[src/rtl/rsv_pkg.sv]
package rsv_pkg;

    typedef enum logic [2:0] {
        OPK_RESERVE = 3'd0,
        OPK_COND_ST = 3'd1,
        OPK_LOAD    = 3'd2,
        OPK_STORE   = 3'd3,
        OPK_EVICT   = 3'd4
    } opk_e;

    typedef enum logic [1:0] {
        LST_INV = 2'd0,
        LST_SHR = 2'd1,
        LST_EXC = 2'd2,
        LST_MOD = 2'd3
    } lst_e;

endpackage

[src/rtl/rsv_line_match.sv]
module rsv_line_match #(
    parameter int LINE_W = 26
) (
    input  logic              held,
    input  logic [LINE_W-1:0] held_line,
    input  logic [LINE_W-1:0] probe_line,
    output logic              hit
);
    always_comb begin
        hit = held && (held_line == probe_line);
    end
endmodule

[src/rtl/rsv_sc_judge.sv]
module rsv_sc_judge
    import rsv_pkg::*;
(
    input  logic valid_now,
    input  logic line_hit,
    input  lst_e state_now,
    output logic succeed,
    output logic need_upg
);
    always_comb begin
        succeed  = valid_now && line_hit;
        need_upg = succeed && (state_now == LST_SHR);
    end
endmodule

[src/rtl/rsv_tracker.sv]
module rsv_tracker
    import rsv_pkg::*;
#(
    parameter int ADDR_W = 32,
    parameter int OFF_W  = 6
) (
    input  logic                    clk,
    input  logic                    rst_n,
    input  logic                    mode_mesi,
    input  logic                    op_valid,
    input  logic [2:0]              op_kind,
    input  logic [ADDR_W-1:0]       op_addr,
    input  logic                    snp_valid,
    input  logic                    snp_inval,
    input  logic [ADDR_W-1:0]       snp_addr,
    output logic                    lr_excl,
    output logic                    sc_done,
    output logic                    sc_fail,
    output logic                    sc_write,
    output logic                    sc_upgrade,
    output logic                    resv_valid,
    output logic [ADDR_W-OFF_W-1:0] resv_line
);
    localparam int LINE_W = ADDR_W - OFF_W;
    localparam int NPROBE = 2;

    typedef struct packed {
        logic              vld;
        logic [LINE_W-1:0] line;
        lst_e              st;
        logic              done;
        logic              fail;
        logic              wr;
        logic              upg;
    } trk_s;

    trk_s cur_q, nxt_d;

    logic unused_lowbits;
    assign unused_lowbits = ^{op_addr[OFF_W-1:0], snp_addr[OFF_W-1:0]};

    logic [LINE_W-1:0] probe_line [NPROBE];
    logic [NPROBE-1:0] probe_hit;
    assign probe_line[0] = snp_addr[ADDR_W-1:OFF_W];
    assign probe_line[1] = op_addr[ADDR_W-1:OFF_W];

    // Probe 0 sees the registered reservation; probe 1 sees it after the snoop.
    logic held_after_snp;

    for (genvar g = 0; g < NPROBE; g++) begin : g_probe
        rsv_line_match #(.LINE_W(LINE_W)) match_i (
            .held       ((g == 0) ? cur_q.vld : held_after_snp),
            .held_line  (cur_q.line),
            .probe_line (probe_line[g]),
            .hit        (probe_hit[g])
        );
    end

    opk_e kind;
    assign kind = opk_e'(op_kind);

    logic snp_kill;
    lst_e st_after_snp;
    always_comb begin
        snp_kill     = snp_valid && snp_inval && probe_hit[0];
        st_after_snp = cur_q.st;
        if (snp_valid && !snp_inval && probe_hit[0]
            && (cur_q.st == LST_EXC || cur_q.st == LST_MOD)) begin
            st_after_snp = LST_SHR;
        end
        if (snp_kill) begin
            st_after_snp = LST_INV;
        end
        held_after_snp = cur_q.vld && !snp_kill;
    end

    logic sc_ok, sc_upg;
    rsv_sc_judge judge_i (
        .valid_now (held_after_snp),
        .line_hit  (probe_hit[1]),
        .state_now (st_after_snp),
        .succeed   (sc_ok),
        .need_upg  (sc_upg)
    );

    always_comb begin
        lr_excl = op_valid && (kind == OPK_RESERVE) && mode_mesi;
    end

    always_comb begin
        nxt_d      = cur_q;
        nxt_d.vld  = held_after_snp;
        nxt_d.st   = st_after_snp;
        nxt_d.done = 1'b0;
        nxt_d.fail = 1'b0;
        nxt_d.wr   = 1'b0;
        nxt_d.upg  = 1'b0;
        if (op_valid) begin
            unique case (kind)
                OPK_RESERVE: begin
                    nxt_d.vld  = 1'b1;
                    nxt_d.line = probe_line[1];
                    nxt_d.st   = mode_mesi ? LST_EXC : LST_SHR;
                end
                OPK_COND_ST: begin
                    nxt_d.done = 1'b1;
                    nxt_d.fail = !sc_ok;
                    nxt_d.wr   = sc_ok;
                    nxt_d.upg  = sc_upg;
                    nxt_d.vld  = 1'b0;
                    nxt_d.st   = LST_INV;
                end
                OPK_STORE: begin
                    if (probe_hit[1]) begin
                        nxt_d.st = LST_MOD;
                    end
                end
                OPK_EVICT: begin
                    if (probe_hit[1]) begin
                        nxt_d.vld = 1'b0;
                        nxt_d.st  = LST_INV;
                    end
                end
                default: begin
                end
            endcase
        end
    end

    always_ff @(posedge clk) begin
        if (!rst_n) begin
            cur_q <= '{vld: 1'b0, line: '0, st: LST_INV,
                       done: 1'b0, fail: 1'b0, wr: 1'b0, upg: 1'b0};
        end else begin
            cur_q <= nxt_d;
        end
    end

    assign sc_done    = cur_q.done;
    assign sc_fail    = cur_q.fail;
    assign sc_write   = cur_q.wr;
    assign sc_upgrade = cur_q.upg;
    assign resv_valid = cur_q.vld;
    assign resv_line  = cur_q.line;

endmodule

[config.mk]
export PLATFORM = sky130hd
export DESIGN_NAME = rsv_tracker
export DESIGN_NICKNAME = d
export VERILOG_FILES = /design/src/rtl/rsv_pkg.sv /design/src/rtl/rsv_line_match.sv /design/src/rtl/rsv_sc_judge.sv /design/src/rtl/rsv_tracker.sv
export SDC_FILE = /design/constraint.sdc
export NUM_CORES = 1
export LEC_CHECK = 0
export BUFFER_PORTS_ARGS = -buffer_cell sky130_fd_sc_hd__buf_2
export CORE_UTILIZATION = 30
export DETAILED_ROUTE_END_ITERATION = 6
export SLEW_MARGIN = 20
export SYNTH_ARGS = -nofsm -noshare
export SYNTH_HDL_FRONTEND = slang
export SYNTH_HIERARCHICAL = 1
export SYNTH_SLANG_ARGS = --single-unit
[constraint.sdc]
create_clock -name clk -period 3.9 [get_ports clk]
set_clock_uncertainty 0.15 [all_clocks]
set_input_delay 0.585 -clock clk [delete_from_list [all_inputs] [get_ports clk]]
set_output_delay 0.585 -clock clk [all_outputs]
set_load 0.01 [all_outputs]
==> flow_summary.ini <==
[sta]
finalHoldViolCount = 0
post-route-period-util_pct = 83.1
slew-limit-headroom_pct = 62.2
tns_ps = 0
timing.fmax_mhz = 308
worstMarginPinSlew_ps = 564
maxSlewViolCount = 0
setup_viol = 0
grt_setup_unrepaired = no
period_minus_slack_ps = 3240
whs_ps = 366

[floorplan]
start_util_pct = 31.6
io_pins = 105
core_sq_um = 6940
die_w_microns = 87.5
design.die.area_sq_um = 7660
die_h_microns = 87.5
rows = 30

[place]
gp_congestion = 0.791
post-dp-hpwl_microns = 3830
dp_cells = 406
io_buffers = 92
place_area_sq_um = 2520

[critical_path]
critPathLaunchType = input pin
slowest_stage = or4_1
crit_path_end_kind = flop
critPathKind = in2reg
crit_arrival_ps = 3260
max_stage_delay_ps = 600
cpLargestDelayFamily = simple AND/OR/NAND/NOR gates
crit_chain = buf_2 > xnor2_1 > nand4_1 > or4_1 > nor4_2 > nand3_1 > nand2_1 > inv_1 > nand4_1 > or4_1 > nor4_2 > a22oi_1 > nor3b_1 > o311a_1
critPathMaxFanout = 5
crit_buf_inv = 2
crit_required_ps = 3920

[logic_synthesis]
ys_seq_area_share_pct = 30.1
synth_area_sq_um = 2190
syn-num-nets = 324
synth_warnings = 6
syn_area_per_cell_sq_um = 8.74
synth_enable_flop_cells = 0
synthCells = 251
yosysUniqueCellTypes = 32
ys.flop_type = dfxtp_1
synthArstFlopShare_pct = 0
ys_ff_latch = 33

[global_routing]
grt_pass1_vias = 1698
grt.overflow.total = 0
grt.total_usage_pct = 13.8
grt_antenna_before_repair = 0
grt_first_pass_wirelength_microns = 7980
grt_max_degree = 31

[layout]
nFillCells = 725
layout-drive-gt1-share_pct = 39.3
instances_no_fill = 414
area_growth_pct = 18.8
final_area_sq_um = 2610
mostFrequentLayoutCells = buf_2 (92), nand2_1 (53), xnor2_1 (52), dfxtp_1 (33), a21boi_2 (20)
nNetsFinal = 390
num_antenna_cells = 0
multi_input_area_sq_um = 1270
final_common_cell = buf_2
seq_area_sq_um = 661

[drt]
drt.antenna.violating_nets = 0
vias_per_cell = 4.43
detail_route.wl_per_cell_microns = 12.3
drc = 0
vias = 1832
wirelength_microns = 5080
drt_iter0_drc = 27
dr.pass1.iters = 4

[pwr]
leakagePower_uw = 0.00100
power_uw = 720
vdd_drop_max_v = 0.000143
powerDensity_nw_per_um2 = 276

[clock_network]
cts_buffers = 5
cts_resized = 0
hold_buffers = 0
insertion_delay_ps = 280
cts_num_sinks = 33
clockBufferDepth = 2
postCtsSetupRepairBufs = 0
cts-root-buf = clkbuf_8
clk_pin_slew_ps = 70
htree_num_levels = 2
cts_tree = yes

[outcome]
status = complete, no violations

[run]
cap_violations = 0

[hold_path]
hp-class = reg2reg
[worst min-delay path: cells and delay by family, from the launching register on]
kind	cells	cell delay, ps
flops	1	340
compound gates	1	50
simple gates	1	80
[logic make-up after synthesis]
kind of cell | share of synthesized area, %
buf+inv | 12.1
compound gates | 15.8
simple gates | 21.3
flops | 30.1
xor+xnor | 20.8
[cell usage after synthesis (2+ instances only)]
cell	number	share of area, %
a31oi_1	3	0.86
nand2b_1	3	0.86
and2_1	5	1.4
buf_4	26	8.9
nor3b_1	2	0.68
a21boi_2	20	10
nand4_1	13	3.7
o21ai_0	2	0.46
a21boi_0	7	2.4
nor4_2	2	1.1
dfxtp_1	33	30
nand2_1	53	9.1
xnor2_1	52	21
buf_8	2	1.4
or4_1	2	0.68
buf_2	2	0.46
clkbuf_1	3	0.51
inv_1	2	0.34
nand3_1	3	0.68
nor2_1	4	0.68
[where the power goes]
part | switching (uW) | internal [uW]
registers | 7.48 | 344
clock network | 123 | 124
logic | 57.6 | 65.2
[worst paths after layout]
kind,slack [ps],startpoint,depth (start not counted),end
max reg2reg,710,resv_line[6]$_SDFFE_PN0P_,13,cur_q[5]$_SDFF_PN0_
min reg2reg,370,resv_line[9]$_SDFFE_PN0P_,2,resv_line[9]$_SDFFE_PN0P_
max,660,snp_addr[12],14,cur_q[5]$_SDFF_PN0_
min,370,resv_line[9]$_SDFFE_PN0P_,2,resv_line[9]$_SDFFE_PN0P_
[cell type report]
class | instances | share of cell area [%]
multi-input combinational | 182 | 48.7
sequential | 33 | 25.3
timing repair buffer | 93 | 17.9
tap | 96 | 4.61
clock buffer | 6 | 2.78
clock inverter | 2 | 0.384
inverter | 2 | 0.288
[metrics by stage]
step           setup WS, ps  utilization [%]
3_3_place_gp            321             36.4
4_1_cts                 633             37.5
3_5_place_dp            328             36.4
6_report                658             37.5
5_1_grt                 465             37.5
2_1_floorplan           941                -
[registers in the layout, indices dropped and copies added, names as in the netlist]
name / cells
sc_upgrade: 1
resv_valid: 1
sc_fail: 1
sc_done: 1
cur_q: 2
resv_line: 26
sc_write: 1
[routing by layer]
metal | track usage (%) | up-vias | part of all wire [%]
met1 | 16.6 | 822 | 47
met4 | 3.58 | 0 | 0.67
met5 | 0 | - | 0
met2 | 24.6 | 58 | 48
li1 | - | 948 | -
met3 | 3.39 | 4 | 5.0
Power figures use the tool's default switching activity.
